File: src/rtl/e1ci_pkg.sv
package e1ci_pkg;
  localparam int NUM_CH = 32;
  localparam int BYTE_W = 8;
  localparam int ADDR_W = 8;
  localparam int LB_BIT = 5;

  localparam logic [ADDR_W-1:0] A_CTRL  = 8'h1B;
  localparam logic [ADDR_W-1:0] A_CEN0  = 8'h22;
  localparam logic [ADDR_W-1:0] A_IEN0  = 8'h26;
  localparam logic [ADDR_W-1:0] A_IDLE  = 8'h2A;
  localparam logic [ADDR_W-1:0] A_CODE0 = 8'h60;

  typedef enum logic [1:0] {
    SRC_SER  = 2'd0,
    SRC_IDLE = 2'd1,
    SRC_CODE = 2'd2,
    SRC_LB   = 2'd3
  } src_e;
endpackage

File: src/rtl/e1ci_slot_cnt.sv
module e1ci_slot_cnt #(
  parameter int NCH = e1ci_pkg::NUM_CH,
  parameter int BW  = e1ci_pkg::BYTE_W,
  localparam int CHW = $clog2(NCH),
  localparam int BTW = $clog2(BW)
) (
  input  logic           clk,
  input  logic           rst_n,
  input  logic           fsync_i,
  output logic [CHW-1:0] ch_o,
  output logic [BTW-1:0] bit_o,
  output logic           bound_o
);
  localparam logic [BTW-1:0] BIT_MAX = BTW'(BW - 1);
  localparam logic [CHW-1:0] CH_MAX  = CHW'(NCH - 1);

  logic [CHW-1:0] ch_q, ch_d;
  logic [BTW-1:0] bit_q, bit_d;

  // current position: a sync pulse forces timeslot 0, first bit
  always_comb begin
    ch_o    = fsync_i ? '0 : ch_q;
    bit_o   = fsync_i ? '0 : bit_q;
    bound_o = (bit_o == '0);
    bit_d   = (bit_o == BIT_MAX) ? '0 : bit_o + 1'b1;
    if (bit_o == BIT_MAX) begin
      ch_d = (ch_o == CH_MAX) ? '0 : ch_o + 1'b1;
    end else begin
      ch_d = ch_o;
    end
  end

  always_ff @(posedge clk or negedge rst_n) begin
    if (!rst_n) begin
      ch_q  <= '0;
      bit_q <= '0;
    end else begin
      ch_q  <= ch_d;
      bit_q <= bit_d;
    end
  end

  AST_FSYNC_ALIGN: assert property (@(posedge clk) disable iff (!rst_n)
    fsync_i |=> (bit_q == BTW'(1) && ch_q == '0));
  AST_CH_ADVANCE: assert property (@(posedge clk) disable iff (!rst_n)
    (!fsync_i && bit_q == BIT_MAX && ch_q != CH_MAX) |=> (ch_q == $past(ch_q) + 1'b1));
endmodule

File: src/rtl/e1ci_regfile.sv
module e1ci_regfile #(
  parameter int NCH = e1ci_pkg::NUM_CH,
  parameter int BW  = e1ci_pkg::BYTE_W,
  parameter int AW  = e1ci_pkg::ADDR_W,
  localparam int NBANK = NCH / BW
) (
  input  logic                    clk,
  input  logic                    rst_n,
  input  logic                    wr_en_i,
  input  logic [AW-1:0]           wr_addr_i,
  input  logic [BW-1:0]           wr_data_i,
  output logic [NCH-1:0]          idle_en_o,
  output logic [NCH-1:0]          code_en_o,
  output logic [BW-1:0]           idle_code_o,
  output logic                    lb_mode_o,
  output logic [NCH-1:0][BW-1:0]  codes_o
);
  import e1ci_pkg::*;

  logic [NBANK-1:0] ien_we, cen_we;
  logic [NCH-1:0]   code_we;
  logic             idle_we, ctrl_we;

  // write decode
  for (genvar g = 0; g < NBANK; g++) begin : g_bank_dec
    assign ien_we[g] = wr_en_i && (wr_addr_i == AW'(A_IEN0 + g));
    assign cen_we[g] = wr_en_i && (wr_addr_i == AW'(A_CEN0 + g));
  end
  for (genvar c = 0; c < NCH; c++) begin : g_code_dec
    assign code_we[c] = wr_en_i && (wr_addr_i == AW'(A_CODE0 + c));
  end
  assign idle_we = wr_en_i && (wr_addr_i == A_IDLE);
  assign ctrl_we = wr_en_i && (wr_addr_i == A_CTRL);

  // storage, one clock enable per register
  for (genvar g = 0; g < NBANK; g++) begin : g_bank_reg
    always_ff @(posedge clk or negedge rst_n) begin
      if (!rst_n) begin
        idle_en_o[g*BW +: BW] <= '0;
      end else if (ien_we[g]) begin
        idle_en_o[g*BW +: BW] <= wr_data_i;
      end
    end
    always_ff @(posedge clk or negedge rst_n) begin
      if (!rst_n) begin
        code_en_o[g*BW +: BW] <= '0;
      end else if (cen_we[g]) begin
        code_en_o[g*BW +: BW] <= wr_data_i;
      end
    end
  end

  for (genvar c = 0; c < NCH; c++) begin : g_code_reg
    always_ff @(posedge clk or negedge rst_n) begin
      if (!rst_n) begin
        codes_o[c] <= '0;
      end else if (code_we[c]) begin
        codes_o[c] <= wr_data_i;
      end
    end
  end

  always_ff @(posedge clk or negedge rst_n) begin
    if (!rst_n) begin
      idle_code_o <= '0;
    end else if (idle_we) begin
      idle_code_o <= wr_data_i;
    end
  end

  always_ff @(posedge clk or negedge rst_n) begin
    if (!rst_n) begin
      lb_mode_o <= 1'b0;
    end else if (ctrl_we) begin
      lb_mode_o <= wr_data_i[LB_BIT];
    end
  end

  AST_LOW_ADDR_IGNORED: assert property (@(posedge clk) disable iff (!rst_n)
    (wr_en_i && wr_addr_i < A_CTRL) |=>
      $stable({idle_en_o, code_en_o, idle_code_o, lb_mode_o, codes_o}));
endmodule

File: src/rtl/e1ci_byte_sel.sv
module e1ci_byte_sel #(
  parameter int NCH = e1ci_pkg::NUM_CH,
  parameter int BW  = e1ci_pkg::BYTE_W,
  localparam int CHW = $clog2(NCH),
  localparam int BTW = $clog2(BW)
) (
  input  logic                   clk,
  input  logic                   rst_n,
  input  logic                   bound_i,
  input  logic [CHW-1:0]         ch_i,
  input  logic [BTW-1:0]         bit_i,
  input  logic [NCH-1:0]         idle_en_i,
  input  logic [NCH-1:0]         code_en_i,
  input  logic [BW-1:0]          idle_code_i,
  input  logic                   lb_mode_i,
  input  logic [NCH-1:0][BW-1:0] codes_i,
  input  logic                   ser_i,
  input  logic                   lb_i,
  output logic                   ser_o
);
  import e1ci_pkg::*;

  localparam logic [BTW-1:0] BIT_MAX = BTW'(BW - 1);

  src_e          src_now, src_cur, src_q;
  logic [BW-1:0] byte_now, byte_cur, byte_q;
  logic          out_d;

  // source choice for the timeslot that starts now
  always_comb begin
    if (code_en_i[ch_i]) begin
      src_now  = SRC_CODE;
      byte_now = codes_i[ch_i];
    end else if (idle_en_i[ch_i]) begin
      src_now  = lb_mode_i ? SRC_LB : SRC_IDLE;
      byte_now = idle_code_i;
    end else begin
      src_now  = SRC_SER;
      byte_now = idle_code_i;
    end
    src_cur  = bound_i ? src_now  : src_q;
    byte_cur = bound_i ? byte_now : byte_q;
    unique case (src_cur)
      SRC_IDLE, SRC_CODE: out_d = byte_cur[BIT_MAX - bit_i];
      SRC_LB:             out_d = lb_i;
      default:            out_d = ser_i;
    endcase
  end

  always_ff @(posedge clk or negedge rst_n) begin
    if (!rst_n) begin
      src_q  <= SRC_SER;
      byte_q <= '0;
    end else if (bound_i) begin
      src_q  <= src_now;
      byte_q <= byte_now;
    end
  end

  always_ff @(posedge clk or negedge rst_n) begin
    if (!rst_n) begin
      ser_o <= 1'b0;
    end else begin
      ser_o <= out_d;
    end
  end

  AST_SEL_HOLD: assert property (@(posedge clk) disable iff (!rst_n)
    !bound_i |=> ($stable(src_q) && $stable(byte_q)));
  AST_PASS_LATENCY: assert property (@(posedge clk) disable iff (!rst_n)
    (src_cur == SRC_SER) |=> (ser_o == $past(ser_i)));
  AST_LB_LATENCY: assert property (@(posedge clk) disable iff (!rst_n)
    (src_cur == SRC_LB) |=> (ser_o == $past(lb_i)));
endmodule

File: src/rtl/e1_code_inserter.sv
module e1_code_inserter #(
  parameter int NCH = e1ci_pkg::NUM_CH,
  parameter int BW  = e1ci_pkg::BYTE_W,
  parameter int AW  = e1ci_pkg::ADDR_W
) (
  input  logic          clk,
  input  logic          rst_n,
  input  logic          fsync,
  input  logic          ser_in,
  input  logic          lb_in,
  input  logic          wr_en,
  input  logic [AW-1:0] wr_addr,
  input  logic [BW-1:0] wr_data,
  output logic          ser_out
);
  localparam int CHW = $clog2(NCH);
  localparam int BTW = $clog2(BW);

  logic [CHW-1:0]         ch;
  logic [BTW-1:0]         bitpos;
  logic                   bound;
  logic [NCH-1:0]         idle_en, code_en;
  logic [BW-1:0]          idle_code;
  logic                   lb_mode;
  logic [NCH-1:0][BW-1:0] codes;

  e1ci_slot_cnt #(.NCH(NCH), .BW(BW)) u_cnt (
    .clk     (clk),
    .rst_n   (rst_n),
    .fsync_i (fsync),
    .ch_o    (ch),
    .bit_o   (bitpos),
    .bound_o (bound)
  );

  e1ci_regfile #(.NCH(NCH), .BW(BW), .AW(AW)) u_regs (
    .clk         (clk),
    .rst_n       (rst_n),
    .wr_en_i     (wr_en),
    .wr_addr_i   (wr_addr),
    .wr_data_i   (wr_data),
    .idle_en_o   (idle_en),
    .code_en_o   (code_en),
    .idle_code_o (idle_code),
    .lb_mode_o   (lb_mode),
    .codes_o     (codes)
  );

  e1ci_byte_sel #(.NCH(NCH), .BW(BW)) u_sel (
    .clk         (clk),
    .rst_n       (rst_n),
    .bound_i     (bound),
    .ch_i        (ch),
    .bit_i       (bitpos),
    .idle_en_i   (idle_en),
    .code_en_i   (code_en),
    .idle_code_i (idle_code),
    .lb_mode_i   (lb_mode),
    .codes_i     (codes),
    .ser_i       (ser_in),
    .lb_i        (lb_in),
    .ser_o       (ser_out)
  );

  AST_RESET_QUIET: assert property (@(posedge clk)
    !rst_n |-> !ser_out);
endmodule

File: config.mk
export PLATFORM = sky130hd
export DESIGN_NAME = e1_code_inserter
export DESIGN_NICKNAME = d
export VERILOG_FILES = /design/src/rtl/e1ci_pkg.sv /design/src/rtl/e1ci_slot_cnt.sv /design/src/rtl/e1ci_regfile.sv /design/src/rtl/e1ci_byte_sel.sv /design/src/rtl/e1_code_inserter.sv
export SDC_FILE = /design/constraint.sdc
export NUM_CORES = 1
export LEC_CHECK = 0
export ABC_CLOCK_PERIOD_IN_PS = 4400
export BUFFER_PORTS_ARGS = -buffer_cell sky130_fd_sc_hd__buf_4
export CORE_ASPECT_RATIO = 0.8
export CORE_MARGIN = 2
export CORE_UTILIZATION = 50
export DETAILED_ROUTE_END_ITERATION = 16
export PLACE_DENSITY = 0.66
export SYNTH_ARGS = -nofsm -noshare
export SYNTH_HDL_FRONTEND = slang
export SYNTH_SLANG_ARGS = --single-unit
File: constraint.sdc
create_clock -name clk -period 4.4 [get_ports clk]
set_clock_uncertainty 0.05 [all_clocks]
set_input_delay 0.88 -clock clk [delete_from_list [all_inputs] [get_ports clk]]
set_output_delay 0.88 -clock clk [all_outputs]
set_load 0.1 [all_outputs]
Word level (Yosys, flattened, before mapping)
Index checks and enable logic that the tools add are counted.
- input port bits: 22
- register bits after elaboration: 348
- output and inout port bits: 1
- word-level logic and storage cells: 163
- $lt $le $gt $ge: 2
- eq/ne operators: 47
- add/sub/neg operators: 3
- multiplexer cells: 20
- reductions and logical operators: 44
- operators by type and width (kind ; count):
    equality test 8 x 7 -> 1 bit (second input constant) ; 32
    equality test 8 x 6 -> 1 bit (second input constant) ; 9
    logical AND 1 bit ; 42
    binary-select mux 8 bit (select 5 bit) ; 1
    2-to-1 mux 8 bit ; 3
    2-to-1 mux 5 bit ; 3
    binary-select mux 1 bit (select 5 bit) ; 2
    equality test 8 x 5 -> 1 bit (second input constant) ; 1
    2-to-1 mux 2 bit ; 4
    < comparator 5 x 6 -> 1 bit (second input constant) ; 1
    2-to-1 mux 3 bit ; 2
    adder 5 x 1 -> 5 bit (second input constant) ; 1
    equality test 5 bit (second input constant) ; 1
    equality test 2 bit (second input constant) ; 2
    < comparator 3 x 4 -> 1 bit (second input constant) ; 1
    adder 3 x 1 -> 3 bit (second input constant) ; 1
    binary-select mux 1 bit (select 3 bit) ; 1
    equality test 3 bit (second input constant) ; 1
    zero test 3 bit ; 1
    2-to-1 mux 1 bit ; 3
    subtractor 3 bit (first input constant) ; 1
    equality test 2 x 1 -> 1 bit (second input constant) ; 1
    one-hot mux 1 bit (2 select lines) ; 1
    OR reduction 2 bit ; 1

Longest topological paths before layout
Gate-level depths: netlist (run 1).
- word-level depth: 9
- gate-level depth with buffers: 19
- gate-level depth less buffers: 16

Hierarchy
From an unflattened synthesis (run 1), not the netlist that was laid out.
- cells, all modules: 1167
- area total of the unflattened synthesis: 16920.0 µm²
- modules (own cells, without submodules) (module ; area an instance (µm²) ; sequential area each (µm²) ; cells an instance ; instances):
    e1ci_regfile ; 12904.9 ; 8232.9 ; 780 ; 1
    e1ci_byte_sel ; 3584.7 ; 275.3 ; 349 ; 1
    e1ci_slot_cnt ; 430.4 ; 200.2 ; 38 ; 1

Worst setup path after synthesis (run 1)
OpenSTA, ideal clock, no wires.
- path kind: in2reg
- start: in fsync
- end: reg u_sel.ser_o
- library setup time: 87 ps
- stages on the path: 16
- path slack: 497 ps
- buffers on the path: 3
- data required time: 4263 ps
- arrival: 3767 ps
- cells stage by stage: buf_4 -> nand2b_1 -> buf_4 -> inv_2 -> buf_6 -> mux4_2 -> a211oi_1 -> nor3_1 -> a31oi_1 -> o21ai_1 -> mux2_2 -> ha_1 -> nand3b_1 -> o21a_1 -> a2111o_1 -> o211ai_1
- longest elaborated chain between the ends: 9
- elaborated cells between the ends (all ways): 22
- those cells by class: add/sub: 1; eq/ne: 3; mux: 16; reduce/logical: 2
- RTL lines (what ; line ; RTL):
    start, declared ; e1_code_inserter.sv:8 ; input logic fsync,
    2-to-1 mux 5 bit ; e1ci_slot_cnt.sv:22 ; ch_o = fsync_i ? '0 : ch_q;
    binary-select mux 1 bit (select 5 bit) ; e1ci_byte_sel.sv:34 ; end else if (idle_en_i[ch_i]) begin
    2-to-1 mux 1 bit (implied by the code) ; e1ci_byte_sel.sv:34 ;
    2-to-1 mux 2 bit ; e1ci_byte_sel.sv:34 ;
    2-to-1 mux 2 bit ; e1ci_byte_sel.sv:31 ; if (code_en_i[ch_i]) begin
    2-to-1 mux 2 bit (*) ; e1ci_byte_sel.sv:41 ; src_cur = bound_i ? src_now : src_q;
    net u_sel.src_cur[1] ; e1ci_byte_sel.sv:25 ; src_e src_now, src_cur, src_q;
    equality test 2 x 1 -> 1 bit / equality test 2 bit (equally long branches) ; e1ci_byte_sel.sv:43 ; unique case (src_cur)
    OR reduction 2 bit ; e1ci_byte_sel.sv:43 ;
    one-hot mux 1 bit (2 select lines) (*) ; e1ci_byte_sel.sv:43 ;
    net u_sel.out_d ; e1ci_byte_sel.sv:27 ; logic out_d;
    end signal, assigned ; e1ci_byte_sel.sv:64 ; ser_o <= out_d;
    end, declared ; e1ci_byte_sel.sv:19 ; output logic ser_o
Mark *: on every way through the listed nets, which the timed path passes. The rest lies on a longest branch. The select of a mux whose other input is x is not followed.
A chain may end at the register's enable or synchronous reset.

Worst setup path in the final report (run 1)
- start: reg u_cnt.ch_q[0]
- end: reg u_sel.ser_o
- longest elaborated chain between the ends: 9
- elaborated cells between the ends (all ways): 19
- those cells by class: eq/ne: 3; mux: 15; reduce/logical: 1
- RTL lines (what ; line ; RTL):
    start, declared ; e1ci_slot_cnt.sv:17 ; logic [CHW-1:0] ch_q, ch_d;
    start signal, assigned ; e1ci_slot_cnt.sv:38 ; ch_q <= ch_d;
    2-to-1 mux 5 bit (*) ; e1ci_slot_cnt.sv:22 ;
    binary-select mux 1 bit (select 5 bit) ; e1ci_byte_sel.sv:34 ;
    2-to-1 mux 1 bit (implied by the code) ; e1ci_byte_sel.sv:34 ;
    2-to-1 mux 2 bit ; e1ci_byte_sel.sv:34 ;
    2-to-1 mux 2 bit (*) ; e1ci_byte_sel.sv:31 ;
    2-to-1 mux 2 bit (*) ; e1ci_byte_sel.sv:41 ;
    net u_sel.src_cur[1] ; e1ci_byte_sel.sv:25 ;
    equality test 2 x 1 -> 1 bit / equality test 2 bit (equally long branches) ; e1ci_byte_sel.sv:43 ;
    OR reduction 2 bit ; e1ci_byte_sel.sv:43 ;
    one-hot mux 1 bit (2 select lines) (*) ; e1ci_byte_sel.sv:43 ;
    net u_sel.out_d ; e1ci_byte_sel.sv:27 ;
Marks and branches as above.

==> impl_metrics.env, run 1 <==
export IMPL_tns_ns=0
export IMPL_grt_use_total_pct=26.81
export IMPL_synth_seq_cells=348
export IMPL_ys_warn_count=0
export IMPL_ios=23
export IMPL_start_kind="register"
export IMPL_drtIter0Drc=1086
export IMPL_wire_per_inst_um=26.10
export IMPL_h_tree_depth=2
export IMPL_grt_pass1_wl_um=70130
export IMPL_dpl_hpwl_um=29210
export IMPL_hp_class="input pin to async pin"
export IMPL_port_buffers=22
export IMPL_ys_types=62
export IMPL_initial_utilization_pct=50.81
export IMPL_drive_gt1_share_pct=36.35
export IMPL_hold_ws_ns=0.4099
export IMPL_final_nets=1320
export IMPL_critPathArrivalTime_ns=4.22
export IMPL_num_vias=11050
export IMPL_die_w_um=207.4
export IMPL_drc=0
export IMPL_crit_slowest_cell="dfrtp_4"
export IMPL_synth_area_leaders="dfrtp_1 (53%), mux2_2 (23%), mux2i_1 (4.1%)"
export IMPL_firstDrtPassIters=6
export IMPL_setup_viol=0
export IMPL_crit_type="register to register"
export IMPL_period_minus_slack_ns=3.866
export IMPL_synthesis_area_um2=16540
export IMPL_synth_nets=1327
export IMPL_antenna_left=0
export IMPL_cts_buffers=36
export IMPL_ys_flop_type="dfrtp_1"
export IMPL_postCtsHoldBufs=0
export IMPL_critPathMaxStageDelay_ns=0.65
export IMPL_syn2layout_area_growth_pct=10.67
export IMPL_synth_edff_count=0
export IMPL_clock_sinks=348
export IMPL_vias_per_cell=6.338
export IMPL_crit_path_cell_trace="nand2b_1 -> inv_2 -> mux4_2 -> a211oi_1 -> nor3_1 -> a31oi_1 -> o21ai_1 -> mux2_2 -> ha_1 -> nand2_1 -> nor2_1 -> a21oi_1 -> o211ai_1 -> a311oi_1 -> o211ai_1"
export IMPL_die_h_um=166.7
export IMPL_gp_routability_congestion=0.8974
export IMPL_rsz0062_at_grt="false"
export IMPL_num_rows=59
export IMPL_die_area_um2=34560
export IMPL_required_ns=4.75
export IMPL_end_kind="register"
export IMPL_core_area_um2=32560
export IMPL_final_hold_viol_count=0
export IMPL_slew_viol_final=0
export IMPL_synth_async_reset_ratio_pct=100.0
export IMPL_cp_max_fo=23
export IMPL_clockBufferDepth=3
export IMPL_synth_top_area_share_pct=52.65
export IMPL_synth_top_area_cell="dfrtp_1"
export IMPL_syn_area_per_cell_um2=12.74
export IMPL_post_cts_buffers=0
export IMPL_max_vdd_ir_drop_mv=0.3126
export IMPL_cts_resized=0
export IMPL_clk_latency_ns=0.54
export IMPL_cts_root_buf="clkbuf_16"
export IMPL_max_freq_mhz=258.7
export IMPL_antenna_found_initial=1
export IMPL_grt_start_max_net_pins=113
export IMPL_p_leak_nw=8.469
export IMPL_grt_ovfl_total=0
export IMPL_status="finished clean"
export IMPL_finalWirelength_um=45500
export IMPL_grt_pass1_vias=11090
export IMPL_slew_headroom_pct=27.02
export IMPL_worst_pin_slew_ns=1.086
export IMPL_clk_pin_slew_worst_paths_ns=0.06
export IMPL_syn_inst=1298
export IMPL_finalCritPeriodShare_pct=87.85
export IMPL_drv_cap=0
export IMPL_cts_tree="yes"
export IMPL_ys_seq_area_share_pct=52.65
export IMPL_worst_path_most_repeated_cell="o211ai_1"
export IMPL_power_density_nw_per_um2=386.4
## placed cells by master (no fill, tap or decap), types with 4 or more instances in the layout
cell type  count
a211oi_1      17
a21o_1         7
a21oi_1       29
a221oi_1      15
a311oi_1       4
a31oi_1        7
and2_1         6
buf_12         5
buf_4         53
clkbuf_1       8
clkbuf_16     38
clkbuf_8       7
clkinv_2       4
dfrtp_1      346
ha_1           7
inv_1          6
mux2_2       333
mux2i_1       68
mux4_2        12
nand2_1       72
nand2b_1      15
nand3_1       17
nand3b_1       5
nor2_1        44
nor2b_1        7
nor3_1        15
nor3_2         7
nor3b_1       15
nor4_1         4
o211ai_1      12
o21a_1         4
o21ai_0       27
o221ai_1      18
o22ai_1       19
o311a_1        4
o311ai_0       6
o31ai_1        5
## per-layer routing
layer	track usage, %	up-vias	share of wire (%)
li1	-	4785	-
met1	39.42	5774	45
met2	38.72	400	43
met3	7.241	88	9.1
met4	8.354	0	2.8
met5	0	-	0
## area by class of cell
cell class,instances,area [um2]
Fill cell,2736,14250
Sequential cell,348,8716
Multi-Input combinational cell,837,7318
Clock buffer,53,1077
Tap cell,427,534.3
Timing Repair Buffer,59,513.0
Clock inverter,9,111.4
Inverter,9,33.78
Antenna cell,1,2.502
## worst paths after layout
| path | depth (start not counted) | startpoint | endpoint | slack [ns] |
|---|---|---|---|---|
| worst max register to register | 15 | u_cnt.ch_q[0]$_DFF_PN0_ | u_sel.ser_o$_DFF_PN0_ | 0.53 |
| worst min register to register | 1 | u_regs.codes_o[53]$_DFFE_PN0P_ | u_regs.codes_o[53]$_DFFE_PN0P_ | 0.45 |
| worst max-delay path | 15 | u_cnt.ch_q[0]$_DFF_PN0_ | u_sel.ser_o$_DFF_PN0_ | 0.53 |
| min in group clk | 1 | u_regs.codes_o[53]$_DFFE_PN0P_ | u_regs.codes_o[53]$_DFFE_PN0P_ | 0.45 |
| max in group asynchronous | 2 | rst_n | u_regs.codes_o[62]$_DFFE_PN0P_ | 2.96 |
| worst min-delay path | 1 | rst_n | u_regs.code_en_o[4]$_DFFE_PN0P_ | 0.41 |
## stage by stage
stage	instances	area [um2]	worst slack, ns	total power [mW]	util [%]
final	1743	18310	0.5344	7.073	56.23
after global routing	1742	18300	0.2468	7.330	56.22
after CTS	1742	18300	0.6216	7.127	56.22
after detailed placement	1680	17120	0.2403	4.036	52.57
after global placement	1680	17120	0.3456	4.020	52.57
after floorplan	1298	16540	0.4966	3.803	-
## Yosys cell counts, types with 8 or more instances
cell type	instances
dfrtp_1	348
mux2_2	333
nand2_1	72
clkbuf_1	69
mux2i_1	68
nor2_1	44
a21oi_1	29
o21ai_0	27
o22ai_1	19
o221ai_1	18
a211oi_1	17
nand3_1	17
a221oi_1	15
nand2b_1	15
nor3_1	15
nor3b_1	15
buf_2	14
buf_4	12
mux4_2	12
o211ai_1	12
nor2b_1	8
## registers in the layout, indices dropped and copies added (netlist names)
signal	cells
u_regs.code_en_o	32
u_cnt.ch_q	5
u_regs.idle_en_o	32
u_regs.idle_code_o	8
u_regs.lb_mode_o	1
u_regs.codes_o	256
u_sel.byte_q	8
u_sel.src_q	2
u_cnt.bit_q	3
u_sel.ser_o	1
## critical path: cells and delay by family (launching register included)
kind                     cells  cell delay [ns]
AND/OR/NAND/NOR              4             0.34
multiplexers                 2             0.83
flip-flops                   1             0.65
AO/OA/AOI/OAI                7             1.50
buffers and inverters        1             0.18
adder cells (fa/ha/maj)      1             0.19
## cell families (layout without fill, tap and decap cells)
group	count (synthesis)	after routing	synth area share, %
mux	413	413	28.42
flops	348	348	52.65
simple gates	222	222	6.808
compound gates	195	195	8.472
buf+inv	113	130	3.124
fa+ha+maj	7	7	0.5295
other cells	0	1	0
## where the power goes
part / switching (mW) / leakage, nW / total (mW) / internal, mW
sequential: 0.0893 / 4.78 / 3.45 / 3.36
combinational: 0.313 / 3.11 / 0.528 / 0.215
clock: 1.27 / 0.579 / 3.09 / 1.82
No activity file was read; power rests on OpenSTA's default activity.
==> inputs of run 2 (changes only) <==
--- a/config.mk
+++ b/config.mk
@@ -5,7 +5,7 @@
 export SDC_FILE = /design/constraint.sdc
 export NUM_CORES = 1
 export LEC_CHECK = 0
-export ABC_CLOCK_PERIOD_IN_PS = 4400
+export ABC_CLOCK_PERIOD_IN_PS = 4600
 export BUFFER_PORTS_ARGS = -buffer_cell sky130_fd_sc_hd__buf_4
 export CORE_ASPECT_RATIO = 0.8
 export CORE_MARGIN = 2
==> constraint.sdc (replaced) <==
create_clock -name clk -period 4.6 [get_ports clk]
set_clock_uncertainty 0.05 [all_clocks]
set_input_delay 0.92 -clock clk [delete_from_list [all_inputs] [get_ports clk]]
set_output_delay 0.92 -clock clk [all_outputs]
set_load 0.1 [all_outputs]
==> impl_metrics.env, run 2 (synthesized netlist as in run 1, its figures left out) <==
export IMPL_p_clk_share_pct=43.4
export IMPL_final_nets=1315
export IMPL_finish_utilization_pct=55.92
export IMPL_num_vias=11090
export IMPL_gp_routability_congestion=0.9075
export IMPL_antenna_left=0
export IMPL_timing_final_ws_setup_ns=0.6978
export IMPL_cts_buffers=36
export IMPL_syn2layout_area_growth_pct=10.06
export IMPL_fin_cells=1737
export IMPL_critPathTopFamily="compound AO/OA/AOI/OAI gates"
export IMPL_slew_headroom_pct=27.90
export IMPL_clk_latency_ns=0.54
export IMPL_grt_pass1_wl_um=69750
export IMPL_initial_utilization_pct=50.81
export IMPL_crit_type="register to register"
export IMPL_sw_frac_of_total_pct=23.91
export IMPL_p_int_mw=5.119
export IMPL_ios=23
export IMPL_start_kind="register"
export IMPL_grt_pass1_vias=10900
export IMPL_end_kind="register"
export IMPL_drtIter0Drc=1077
export IMPL_rsz0062_at_grt="false"
export IMPL_wire_per_inst_um=26.06
export IMPL_critPathArrivalTime_ns=4.29
export IMPL_layout_commonest_cell="dfrtp_1"
export IMPL_clockBufferDepth=3
export IMPL_grt_ovfl_total=0
export IMPL_drc=0
export IMPL_grt_use_total_pct=26.54
export IMPL_use_met1_pct=40.36
export IMPL_final_hold_viol_count=0
export IMPL_path_buf_inv=1
export IMPL_placedCellCount=1675
export IMPL_pwr_share_comb_pct=7.4
export IMPL_status="finished clean"
export IMPL_cts_resized=0
export IMPL_final_area_um2=18210
export IMPL_num_rows=59
export IMPL_dpl_hpwl_um=29470
export IMPL_antenna_found_initial=0
export IMPL_max_freq_mhz=256.3
export IMPL_power_density_nw_per_um2=369.5
export IMPL_drive_gt1_share_pct=36.26
export IMPL_postCtsHoldBufs=0
export IMPL_p_leak_nw=8.426
export IMPL_required_ns=4.99
export IMPL_core_area_um2=32560
export IMPL_p_switching_mw=1.609
export IMPL_final_cell_mix="dfrtp_1 (346), mux2_2 (333), nand2_1 (72), mux2i_1 (68), buf_4 (51)"
export IMPL_die_h_um=166.7
export IMPL_clk_pin_slew_worst_paths_ns=0.06
export IMPL_clock_sinks=348
export IMPL_worst_pin_slew_ns=1.078
export IMPL_largest_reg_flops=256
export IMPL_setup_viol=0
export IMPL_h_tree_depth=2
export IMPL_power_mw=6.728
export IMPL_placed_area_um2=17040
export IMPL_power_frac_seq_pct=49.1
export IMPL_regMostFlops="u_regs.codes_o"
export IMPL_cts_tree="yes"
export IMPL_hold_ws_ns=0.3120
export IMPL_post_cts_buffers=0
export IMPL_place_ws_ns=0.2788
export IMPL_gr_usage_met3_pct=6.468
export IMPL_crit_slowest_cell="dfrtp_4"
export IMPL_critPathMaxStageDelay_ns=0.65
export IMPL_finalWirelength_um=45260
export IMPL_vias_per_cell=6.382
export IMPL_crit_path_cell_trace="nand2b_1 -> inv_2 -> mux4_2 -> a211oi_1 -> nor3_1 -> a31oi_1 -> o21ai_1 -> mux2_2 -> ha_1 -> nand3b_1 -> o21a_1 -> a2111o_1 -> o211ai_1"
export IMPL_cts_root_buf="clkbuf_16"
export IMPL_slew_viol_final=0
export IMPL_die_w_um=207.4
export IMPL_port_buffers=22
export IMPL_die_area_um2=34560
export IMPL_grt_start_max_net_pins=99
export IMPL_period_minus_slack_ns=3.902
export IMPL_max_vdd_ir_drop_mv=0.2136
export IMPL_finalCritPeriodShare_pct=84.83
export IMPL_reg_top3="u_regs.codes_o: 256 flops, u_regs.code_en_o: 32 flops, u_regs.idle_en_o: 32 flops"
export IMPL_n_antenna_cell=0
export IMPL_grtUsageMet2_pct=37.65
export IMPL_firstDrtPassIters=5
export IMPL_drv_cap=0
export IMPL_cp_max_fo=24
export IMPL_hp_class="input pin to async pin"
export IMPL_tns_ns=0
export IMPL_busiest_layer="met1"
==> run 2: layer usage <==
layer	routed length, um	vias up
met5	0	-
met4	1026	0
met3	3789	67
met2	19330	400
met1	21110	5845
li1	-	4774
==> run 2: path summary, 6_finish.rpt <==
path                                           start                              end  slack (ns)  cells after the start
hold reg to reg            u_sel.byte_q[1]$_DFF_PN0_        u_sel.byte_q[1]$_DFF_PN0_        0.44                      1
hold / removal                                 rst_n  u_regs.codes_o[211]$_DFFE_PN0P_        0.31                      1
setup / recovery             u_cnt.ch_q[0]$_DFF_PN0_            u_sel.ser_o$_DFF_PN0_        0.70                     13
min in group clk           u_sel.byte_q[1]$_DFF_PN0_        u_sel.byte_q[1]$_DFF_PN0_        0.44                      1
setup reg to reg             u_cnt.ch_q[0]$_DFF_PN0_            u_sel.ser_o$_DFF_PN0_        0.70                     13
max in group asynchronous                      rst_n  u_regs.codes_o[231]$_DFFE_PN0P_        3.00                      2
==> run 2: area by class of cell <==
class | instances | area (um2)
Inverter | 9 | 33.78
Tap cell | 427 | 534.3
Clock buffer | 50 | 1045
Timing Repair Buffer | 54 | 437.9
Fill cell | 2701 | 14350
Multi-Input combinational cell | 837 | 7318
Sequential cell | 348 | 8716
Clock inverter | 12 | 120.1
==> run 2: power by group through the flow <==
| stage | logic [mW] | registers [mW] | clock network (mW) |
|---|---|---|---|
| global route | 0.541 | 3.32 | 3.10 |
| detailed placement | 0.499 | 3.36 | 0 |
| global placement | 0.486 | 3.36 | 0 |
| CTS | 0.500 | 3.30 | 2.97 |
| floorplan | 0.296 | 3.34 | 0 |
| finish | 0.500 | 3.31 | 2.92 |
